**src/rtl/burst_col_pkg.sv**
```systemverilog
package burst_col_pkg;
  localparam int COL_W = 8;
  localparam int LG_W  = 2;

  typedef struct packed {
    logic [LG_W-1:0] lg;
    logic            fp;
    logic            il;
  } burst_cfg_t;
endpackage

```
**src/rtl/burst_len_decode.sv**
```systemverilog
module burst_len_decode
  import burst_col_pkg::*;
(
  input  logic [2:0]  len_code,
  input  logic        interleave,
  output burst_cfg_t  cfg
);
  always_comb begin
    cfg.il = interleave;
    cfg.fp = 1'b0;
    cfg.lg = '0;
    if (!len_code[2]) begin
      cfg.lg = len_code[1:0];
    end else if (len_code == 3'b111 && !interleave) begin
      cfg.fp = 1'b1;
    end
  end
endmodule

```
**src/rtl/burst_col_calc.sv**
```systemverilog
module burst_col_calc
  import burst_col_pkg::*;
#(
  parameter int W = COL_W
) (
  input  logic [W-1:0] base,
  input  logic [W-1:0] beat,
  input  burst_cfg_t   cfg,
  output logic [W-1:0] col,
  output logic [W-1:0] mask
);
  always_comb begin
    mask = (W'(1) << cfg.lg) - W'(1);
    if (cfg.fp)
      col = base + beat;
    else if (cfg.il)
      col = (base & ~mask) | ((base ^ beat) & mask);
    else
      col = (base & ~mask) | ((base + beat) & mask);
  end
endmodule

```
**src/rtl/burst_col_gen.sv**
```systemverilog
module burst_col_gen
  import burst_col_pkg::*;
#(
  parameter int W = COL_W
) (
  input  logic         clk,
  input  logic         rst,
  input  logic         start,
  input  logic [W-1:0] start_col,
  input  logic [2:0]   len_code,
  input  logic         interleave,
  input  logic         adv,
  input  logic         stop,
  output logic [W-1:0] col,
  output logic         valid,
  output logic         last
);
  burst_cfg_t   dec_cfg, cfg_q, cfg_n;
  logic [W-1:0] base_q, base_n, beat_q, beat_n, col_n, mask_n;
  logic         valid_n, last_n;

  burst_len_decode u_dec (
    .len_code  (len_code),
    .interleave(interleave),
    .cfg       (dec_cfg)
  );

  always_comb begin
    cfg_n   = cfg_q;
    base_n  = base_q;
    beat_n  = beat_q;
    valid_n = valid;
    if (start) begin
      cfg_n   = dec_cfg;
      base_n  = start_col;
      beat_n  = '0;
      valid_n = 1'b1;
    end else if (stop) begin
      valid_n = 1'b0;
    end else if (adv && valid) begin
      if (last) valid_n = 1'b0;
      else      beat_n  = beat_q + W'(1);
    end
  end

  burst_col_calc #(.W(W)) u_calc (
    .base(base_n),
    .beat(beat_n),
    .cfg (cfg_n),
    .col (col_n),
    .mask(mask_n)
  );

  assign last_n = valid_n && !cfg_n.fp && (beat_n == mask_n);

  always_ff @(posedge clk) begin
    if (rst) begin
      cfg_q  <= '0;
      base_q <= '0;
      beat_q <= '0;
      col    <= '0;
      valid  <= 1'b0;
      last   <= 1'b0;
    end else begin
      cfg_q  <= cfg_n;
      base_q <= base_n;
      beat_q <= beat_n;
      col    <= col_n;
      valid  <= valid_n;
      last   <= last_n;
    end
  end
endmodule

```
**config.mk**
```make
export PLATFORM = sky130hd
export DESIGN_NAME = burst_col_gen
export DESIGN_NICKNAME = d
export VERILOG_FILES = /design/src/rtl/burst_col_pkg.sv /design/src/rtl/burst_len_decode.sv /design/src/rtl/burst_col_calc.sv /design/src/rtl/burst_col_gen.sv
export SDC_FILE = /design/constraint.sdc
export NUM_CORES = 1
export LEC_CHECK = 0
export ABC_AREA = 1
export CAP_MARGIN = 20
export CELL_PAD_IN_SITES_DETAIL_PLACEMENT = 0
export CELL_PAD_IN_SITES_GLOBAL_PLACEMENT = 1
export CORE_UTILIZATION = 30
export CTS_BUF_LIST = sky130_fd_sc_hd__clkbuf_16
export DETAILED_ROUTE_END_ITERATION = 8
export PLACE_DENSITY = 0.71
export SYNTH_ARGS = -nofsm -noshare
export SYNTH_HDL_FRONTEND = slang
export SYNTH_SLANG_ARGS = --single-unit
```
**constraint.sdc**
```tcl
create_clock -name clk -period 3.5 [get_ports clk]
set_input_delay 0.875 -clock clk [delete_from_list [all_inputs] [get_ports clk]]
set_output_delay 0.875 -clock clk [all_outputs]
set_load 0.005 [all_outputs]
```
Word level (Yosys, flattened, before mapping)
Index checks and enable logic that the tools add are counted.
{ "totals": {"ff_bits": 30, "elab_cells": 42, "inputBits": 17, "out_inout_bits": 10} }
{ "classes": {"n_reduce_logical": 6, "n_bitwise": 7, "n_shift": 1, "muxes": 15, "n_eq_ne": 2, "add_sub_neg": 3} }
{ "op_table": {"columns": ["operator", "count"], "rows": [
  ["$mux 8", 7],
  ["$and 8x8->8", 3],
  ["$or 8x8->8", 2],
  ["$add 8x1->8 const B", 1],
  ["$add 8x8->8", 1],
  ["$eq 8x8->1", 1],
  ["$not 8->8", 1],
  ["$shl 1x2->8 const A", 1],
  ["$sub 8x2->8 const B", 1],
  ["$xor 8x8->8", 1],
  ["$mux 1", 6],
  ["$logic_and 1x1->1", 4],
  ["$mux 4", 1],
  ["$eq 3x3->1 const B", 1],
  ["$logic_not 1->1", 2],
  ["$mux 2", 1]
]} }

Longest topological paths before layout
Gate-level depths: netlist of run 1.
{ "logic_depth": {"ltp_word": 12, "depth_mapped": 19, "depth_no_buf": 19} }

Hierarchy
From an unflattened synthesis of run 1, not the netlist that was laid out.
{ "hier_totals": {"hier_cells": 325, "area_unflattened_um2": 2021.9} }
{ "by_module_without_submodules": {"columns": ["module", "instances", "area_per_inst_um2", "seq_area_each_um2", "cells_each"], "rows": [
  ["burst_col_gen", 1, 1432.6, 600.6, 211],
  ["burst_col_calc", 1, 551.8, 0.0, 105],
  ["burst_len_decode", 1, 37.5, 0.0, 9]
]} }

Least setup slack after synthesis of run 1
Ideal clock, no wire load.
{ "synth_timing": {"path_type": "input to register", "start": "input start", "end": "register col[6]", "required_ns": 3.385, "setup_slack_ns": 0.725, "n_path_buf": 1, "arrival_ns": 2.660, "path_stages": 15, "setup_ns": 0.115, "path_cell_list": "inv_2 -> buf_2 -> or2_2 -> o21ai_0 -> inv_1 -> ha_1 -> inv_1 -> fa_1 -> o21ai_0 -> nand2_1 -> nand2_1 -> a21oi_1 -> xnor2_1 -> o22ai_1 -> inv_1"} }
{ "synth_between": {"word_cells_on_any_way": 15, "cone_classes": "add/sub (2); shift (1); mux (5); bitwise (7)"} }
{ "synth_lines": {"columns": ["item", "line_no", "source"], "rows": [
  ["start: declaration", "burst_col_gen.sv:8", "input logic start,"],
  ["$mux 8 (*)", "burst_col_gen.sv:33", "if (start) begin"],
  ["via base_n[0]", "burst_col_gen.sv:19", "logic [W-1:0] base_q, base_n, beat_q, beat_n, col_n, mask_n;"],
  ["$add 8x8->8 (*)", "burst_col_calc.sv:15, burst_col_calc.sv:19", null],
  ["$and 8x8->8", "burst_col_calc.sv:19", "col = (base & ~mask) | ((base + beat) & mask);"],
  ["$or 8x8->8", "burst_col_calc.sv:19", null],
  ["$mux 8", "burst_col_calc.sv:16", "else if (cfg.il)"],
  ["$mux 8 (*)", "burst_col_calc.sv:14", "if (cfg.fp)"],
  ["end signal: assignment", "burst_col_gen.sv:68", "col <= col_n;"],
  ["end: declaration", "burst_col_gen.sv:14", "output logic [W-1:0] col,"]
]} }
Mark *: on every way through the listed nets, which the timed path passes. The rest lies on a longest branch.
A chain may end at the register's enable or synchronous reset.

Worst setup path after layout of run 1
{ "layout_timing": {"start": "input adv", "end": "register col[6]"} }
{ "layout_between": {"elab_chain_cells": 9, "word_cells_on_any_way": 12, "cone_classes": "add/sub (1); mux (5); bitwise (5); reduce/logical (1)"} }
{ "layout_lines": {"columns": ["item", "line_no", "source"], "rows": [
  ["start: declaration", "burst_col_gen.sv:12", "input logic adv,"],
  ["$logic_and 1x1->1 (*)", "burst_col_gen.sv:40", "end else if (adv && valid) begin"],
  ["$mux 8 (*)", "burst_col_gen.sv:40", null],
  ["$mux 8 (*)", "burst_col_gen.sv:38", "end else if (stop) begin"],
  ["$mux 8 (*)", "burst_col_gen.sv:33", null],
  ["via beat_n[0]", "burst_col_gen.sv:19", null],
  ["$add 8x8->8 (*)", "burst_col_calc.sv:15, burst_col_calc.sv:19", null],
  ["$and 8x8->8", "burst_col_calc.sv:19", null],
  ["$or 8x8->8", "burst_col_calc.sv:19", null],
  ["$mux 8", "burst_col_calc.sv:16", null],
  ["$mux 8 (*)", "burst_col_calc.sv:14", null]
]} }
Marks and branches as above.

==> impl_summary.md, run 1 <==
Outcome
The flow ran to the end, and the final reports show no timing, DRC or antenna violations.

Critical path
The worst setup path is launched from an input pin. Of all nets on the critical path, the largest fanout is 4. STA classifies the critical path endpoint as a register.

The critical path is of the in2reg type. For the worst setup path, the data arrival time is 3310 ps. At the worst endpoint, the required time is 3670 ps.

GRT
In the global route stage, overall resource usage came out at 0.152. The initial antenna violation count is 0. The first-pass GRT wire length is 7110 um.

The via count of the first global-routing pass was 1,523. The maximum number of pins on one net before global-route repair is 14. For this run the aggregate overflow at the end of global routing stands at 0.

Clock network
The source-to-sink clock delay at the later pin of the worst-skew pair is 270 ps. TritonCTS built the clock tree. The count of H-tree levels built during CTS is 2. The tree built by TritonCTS fans out to 30 sinks. Buffers added to address setup during post-CTS repair amount to 0. For this design, the CTS-stage hold fixing added 0 buffers.

Clock-pin slew was measured on the worst setup and hold paths at 50 ps. The CTS buffer count is 5. The maximum number of buffers from clock root to sink is 2.

In this run, post-CTS repair resized a total of 0 instances. The root buffer cell is sky130_fd_sc_hd__clkbuf_16.

Timing
Summed over all failing endpoints, the final setup total negative slack is 0 ps. The clock arrives with 4.81 ps of skew. Setup repair after global routing left no endpoint under its margin. The post-route clock period utilization is 0.897. In this run the tightest slew margin relative to its limit is 0.580. For this run, the top clock speed supported by timing is 0.318 GHz. Setup violations remaining at the end of the flow were counted as 0. The shortest clock period the worst path allows after layout is 3140 ps. The total count of max-transition violations in the final report is 0. The count of final hold-check violations came to 0. At the pin with the least slew margin, the transition time is 624 ps.

Final layout
The diode insertion count for antenna repair is 0. Leaving out filler cells and counting taps, the final layout contains 358. The area growth from synthesis to layout is 32.0%. The net count of the finished layout is 312. The post-route standard cell area excluding fillers is 2270 sq um. The fraction of layout cells with a size suffix above 1 is 0.133.

The core occupancy in the finished layout is 0.412.

Power and ir drop
Summed over all cells, the static leakage comes to 1.04 nW. The ratio of total power to cell area is 401 nW/um^2. Across the VDD grid, the largest voltage drop is 0.170 mV.

Floorplanning
The die outline width is 77.7 um. The total die area is 6040 sq um. The chip height is 77.7 um. For this configuration, the core starts out at a cell density of 0.312.

The floorplan step defined a core boundary enclosing 5510 sq um. During I/O placement, the number of pins put on the boundary was 27. The count of standard-cell rows is 27.

Place
The congestion estimate from routability-driven global placement came to 0.768. The total instance count after detailed placement is 350. Summing all placed instances gives a cell area of 2130 sq um.

Summed over all nets, the half-perimeter wirelength after detailed placement is 3250 um. The quantity of I/O buffers inserted on ports is 26.

Synth
The flip-flop cell with the highest count after synthesis is sky130_fd_sc_hd__dfxtp_1. The post-synthesis instance total is 247. In the synthesized netlist the async set-or-reset flop fraction comes to 0.

The number of synthesized flops with an enable pin is 0. For this run, the register share of the synthesized area comes to 0.349. The number of warning messages in the yosys log is 0. The cell area that synthesis handed to floorplanning was 1720 sq um. The number of nets in the synthesized netlist is 274. Dividing the synthesized area by the synthesized cell count gives 6.97 sq um. After synthesis the netlist holds a flip-flop and latch count of 30. The count of cell types in the netlist is 30.

Worst hold path
The worst hold path belongs to the class reg2reg.

Drt
The post-detailed-route via-to-cell ratio is 4.51. The total via count after detailed routing is 1,615. The remaining antenna violation count is 0. The initial DRC count is 77. The average detailed-routed wire length per instance is 11.8 um. The pre-antenna-repair detailed-routing pass consisted of 4 iterations. The final wirelength is 4220 um. The residual DRC count is 0.

Run
The tool flagged a number of max-cap violations equal to 0.
routing by layer:
| metal | vias to the layer above | wire, um | global-route usage |
|---|---|---|---|
| li1 | 861 | - | - |
| met1 | 719 | 2110 | 0.196 |
| met2 | 30 | 1930 | 0.252 |
| met3 | 5 | 116 | 0.0282 |
| met4 | 0 | 61 | 0.0509 |
| met5 | - | 0 | 0 |
critical path: stages:
cell                              delay [ps]
sky130_fd_sc_hd__clkdlybuf4s50_1         500
sky130_fd_sc_hd__nand4_1                 180
sky130_fd_sc_hd__a21oi_1                 320
sky130_fd_sc_hd__ha_1                    260
sky130_fd_sc_hd__inv_1                    70
sky130_fd_sc_hd__fa_1                    400
sky130_fd_sc_hd__o21ai_1                 200
sky130_fd_sc_hd__nand2_1                  90
sky130_fd_sc_hd__nand2_1                  60
sky130_fd_sc_hd__a21oi_1                  60
sky130_fd_sc_hd__xnor2_1                 120
sky130_fd_sc_hd__o22ai_1                 100
sky130_fd_sc_hd__inv_1                    50
area by class of cell:
cell class	instances	area (sq um)
clock buffer	5	125
clock inverter	3	12.5
fill	586	3240
inverter	41	154
multi-input combinational	172	948
sequential	30	601
tap	72	90.1
timing repair buffer	35	340
where the power goes:
group	total [W]	switching, W	leakage, nW	internal (W)
logic	0.000144	0.0000731	0.724	0.0000708
registers	0.000366	0.00000546	0.247	0.000361
clock network	0.000400	0.000144	0.0724	0.000256
state kept, by name, summed over array words and instances, names as in the netlist:
signal and flops:
valid 1, base_q 8, last 1, cfg_q 4, beat_q 8, col 8
through the flow:
step	hold WS (ps)	setup WS, ps	total power [W]
6_report	496	360	0.000910
5_1_grt	557	86.1	0.000955
4_1_cts	506	293	0.000922
3_5_place_dp	493	12.2	0.000518
3_3_place_gp	485	88.9	0.000519
2_1_floorplan	460	725	0.000451
logic make-up after synthesis:
| kind of cell | Yosys count | share of synthesized area |
|---|---|---|
| AO/OA/AOI/OAI | 36 | 0.126 |
| flip-flops | 30 | 0.349 |
| adder cells (fa/ha/maj) | 10 | 0.0771 |
| XOR/XNOR | 7 | 0.0356 |
| AND/OR/NAND/NOR | 119 | 0.313 |
| buffers and inverters | 45 | 0.0996 |
layout by cell type, fill, tap and decap left out, drive strengths merged, types with 3 or more instances in the layout:
master / netlist / layout
clkdlybuf4s50: 0 / 26
ha: 9 / 9
buf: 2 / 9
nand4: 6 / 6
dfxtp: 30 / 30
o22ai: 3 / 3
clkbuf: 2 / 5
o211ai: 3 / 3
nand2: 45 / 45
xor2: 5 / 5
nor2: 39 / 39
inv: 41 / 42
nand3: 14 / 14
o21ai: 16 / 16
a21oi: 12 / 12
or2: 11 / 11
nor3: 4 / 4
synthesized netlist by cell type, types with 3 or more instances:
master	instances	area, sq um
sky130_fd_sc_hd__a21oi_1	11	55.1
sky130_fd_sc_hd__dfxtp_1	30	601
sky130_fd_sc_hd__ha_1	9	113
sky130_fd_sc_hd__inv_1	35	131
sky130_fd_sc_hd__inv_2	6	22.5
sky130_fd_sc_hd__nand2_1	45	169
sky130_fd_sc_hd__nand3_1	14	70.1
sky130_fd_sc_hd__nand4_1	5	31.3
sky130_fd_sc_hd__nor2_1	35	131
sky130_fd_sc_hd__nor2_2	3	18.8
sky130_fd_sc_hd__nor3_1	3	15.0
sky130_fd_sc_hd__o211ai_1	3	22.5
sky130_fd_sc_hd__o21ai_0	10	50.1
sky130_fd_sc_hd__o21ai_2	4	35.0
sky130_fd_sc_hd__o22ai_1	3	18.8
sky130_fd_sc_hd__or2_1	3	18.8
sky130_fd_sc_hd__or2_2	6	37.5
sky130_fd_sc_hd__xor2_1	5	43.8
path summary, 6_finish.rpt:
| check | to | start | slack, ps | cells past startpoint |
|---|---|---|---|---|
| min reg2reg | cfg_q[0] | cfg_q[0] | 500 | 2 |
| max reg2reg | col[6] | last | 1090 | 14 |
| min | cfg_q[0] | cfg_q[0] | 500 | 2 |
| max | col[6] | adv | 360 | 13 |
No activity file was read; power rests on OpenSTA's default activity.
==> run 2, diff against run 1 <==
--- a/config.mk
+++ b/config.mk
@@ -9,10 +9,12 @@
 export CAP_MARGIN = 20
 export CELL_PAD_IN_SITES_DETAIL_PLACEMENT = 0
 export CELL_PAD_IN_SITES_GLOBAL_PLACEMENT = 1
+export CORE_MARGIN = 3
 export CORE_UTILIZATION = 30
 export CTS_BUF_LIST = sky130_fd_sc_hd__clkbuf_16
 export DETAILED_ROUTE_END_ITERATION = 8
 export PLACE_DENSITY = 0.71
+export SKIP_LAST_GASP = 1
 export SYNTH_ARGS = -nofsm -noshare
 export SYNTH_HDL_FRONTEND = slang
 export SYNTH_SLANG_ARGS = --single-unit
==> run 2 against run 1 <==
Power up 0.41%. First-iteration DRC count is 10% higher. Clock power about the same. Count of clock-buffer cells in the layout unchanged. Clock skew shrank 1.3 ps. Register-to-register slack gained 30 ps. Maximum frequency down 0.57%. Hold slack worse by 8.8 ps. Core utilization rose by 1.8 points. Critical endpoint unchanged. Largest cell class unchanged.
==> impl_summary.md, run 2 (synthesized netlist as in run 1, its figures left out) <==
Timing
The setup TNS was 0 ps (unchanged). The achievable frequency is 0.317 GHz (-0.57%). The final worst clock skew is 3.55 ps (-1.26 ps). The shortest clock period the worst path allows after layout is 3160 ps (+18.0 ps). Setup repair after global routing left no endpoint under its margin. The total count of max-transition violations in the final report is 0 (unchanged). The actual transition at the worst max-transition pin is 672 ps (+48.8 ps).

The setup violation total in the final timing report is 0 (unchanged). The worst slew margin relative to its limit is 0.550 (-0.0295). The post-route clock period utilization was 0.902 (+0.00514). The count of final hold-check violations is 0 (unchanged).

Power and ir drop
The worst vdd rail ir drop was 0.222 mV (+31%). The leakage power summed over all cells is 1.06 nW (+1.5%). The ratio of total power to cell area is 398 nW/um^2 (-0.68%).

Outcome
The run finished with clean final reports.

Floorplanning
The chip height was 81.7 um (+5.1%). The die outline width came to 81.7 um (+5.1%). The total die area is 6680 sq um (+11%). The starting utilization of the core area was 0.322 (+0.0100).

The I/O pin total was 27 (unchanged). The count of standard-cell rows came to 26 (-3.7%). The placeable core area was 5340 sq um (-3.1%).

Critical path
The largest fanout of any net on the critical path is 13 (+9). The data required time of the critical path is 3670 ps (about the same). STA classifies the critical path endpoint as a register. The critical path is of the in2reg type. The critical path arrival is 3330 ps (+20 ps).

STA classifies the critical path startpoint as an input pin. The worst setup slack for register-to-register paths is 1120 ps (+30 ps).

Clock network
The number of hold buffers added after cts came to 0 (unchanged). TritonCTS built the clock tree. The total clock sinks is 30 (unchanged). The source-to-sink clock delay at the later pin of the worst-skew pair came to 270 ps (about the same). The tree is rooted in a sky130_fd_sc_hd__clkbuf_16. The maximum number of buffers from clock root to sink is 2 (unchanged). The clock-pin slew of the registers on the worst-case setup and hold paths was 50 ps (about the same). The CTS buffer count was 5 (unchanged).

The total of cells resized after clock tree synthesis is 0 (unchanged). The count of H-tree levels built during CTS is 2 (unchanged). The number of buffers inserted to repair setup after CTS was 0 (unchanged).

Final layout
The area growth from synthesis to layout is 33.5%. The diode insertion count for antenna repair is 0 (unchanged). The fill cell instance count of the final layout is 568 (-3.1%). The leading cell type in the layout, fill and taps excluded is sky130_fd_sc_hd__nand2_1.

In the layout the commonest cells are 45 x sky130_fd_sc_hd__nand2_1, 35 x sky130_fd_sc_hd__inv_1, 35 x sky130_fd_sc_hd__nor2_1. The core occupancy in the finished layout is 0.430 (+0.0179). The total number of nets in the final design came to 316 (+1.3%). The largest registers in the layout are base_q (8), beat_q (8), col (8). The fraction of layout cells with a size suffix above 1 is 0.149 (+0.0159).

GRT
The initial antenna violation count was 0 (unchanged). The maximum number of pins on one net before global-route repair is 16 (+2). The first-pass GRT wire length is 7270 um (+2.1%). The residual overflow from global routing is 0 (unchanged). The via count of the first global-routing pass is 1,525 (+0.13%). The overall track demand over capacity in global routing is 0.145 (-0.00625).

Drt
The post-detailed-route via-to-cell ratio was 4.48 (-0.71%). The average detailed-routed wire length per instance is 12.2 um (+3.1%). The final wirelength came to 4360 um (+3.4%).

The initial DRC count is 85 (+10%). The remaining antenna violation count came to 0 (unchanged). The total via count after detailed routing is 1,608 (-0.43%). The first-pass iteration count of the detailed router is 4 (unchanged). The residual DRC count is 0 (unchanged).

Place
The half-perimeter wire length of the detailed placement result came to 3500 um (+7.6%). The quantity of I/O buffers inserted on ports is 26 (unchanged). The routability congestion estimate is 0.815 (+6.1%).

Worst hold path
The kind of path behind the tightest hold check is reg2reg.

Run
The number of max-capacitance violations reported came to 0 (unchanged).
-- run 2: final cells by class --
class,instances,area [sq um],share of cell area
multi-input cells,172,948,0.413
flip-flops and latches,30,601,0.262
repair buffers,39,370,0.161
inverters,41,154,0.0670
clock buffers,5,125,0.0545
well taps,70,87.6,0.0381
clock inverters,2,10.0,0.00436
-- run 2: worst max-delay path, stage by stage --
cell and delay (ps):
sky130_fd_sc_hd__clkdlybuf4s50_1 490, sky130_fd_sc_hd__inv_2 210, sky130_fd_sc_hd__or2_2 140, sky130_fd_sc_hd__o21ai_0 120, sky130_fd_sc_hd__inv_1 90, sky130_fd_sc_hd__ha_1 170
sky130_fd_sc_hd__inv_1 50, sky130_fd_sc_hd__fa_1 400, sky130_fd_sc_hd__o21ai_0 250, sky130_fd_sc_hd__nand2_1 100, sky130_fd_sc_hd__nand2_1 70, sky130_fd_sc_hd__a21oi_1 70
sky130_fd_sc_hd__xnor2_1 130, sky130_fd_sc_hd__o22ai_1 120, sky130_fd_sc_hd__inv_1 50
-- run 2: worst paths after layout --
check             startpoint       end  cells past startpoint
hold reg to reg     cfg_q[0]  cfg_q[0]                      2
setup reg to reg       valid    col[7]                     17
hold / removal      cfg_q[0]  cfg_q[0]                      2
setup / recovery       start    col[6]                     15
-- run 2: stage by stage --
step                hold slack [ps]  total power [W]  cell area (sq um)  worst slack, ps  instances
finish                          488         0.000914               2300              342        359
global route                    532         0.000959               2300             11.6        359
CTS                             496         0.000928               2300              305        359
detailed placement              483         0.000522               2160             12.0        352
global placement                481         0.000522               2160             82.1        352
floorplan                       460         0.000451               1720              725        247
-- run 2: power breakdown --
part | total [W] | switching [W] | internal (W)
Sequential | 0.000366 | 0.00000557 | 0.000361
Clock | 0.000401 | 0.000145 | 0.000256
Combinational | 0.000147 | 0.0000730 | 0.0000739
-- run 2: metal layers --
layer,up-vias,global-route usage,routed length (um)
li1,875,-,-
met1,705,0.192,2220
met2,20,0.233,1950
met3,8,0.0362,141
met4,0,0.0449,53
met5,-,0,0
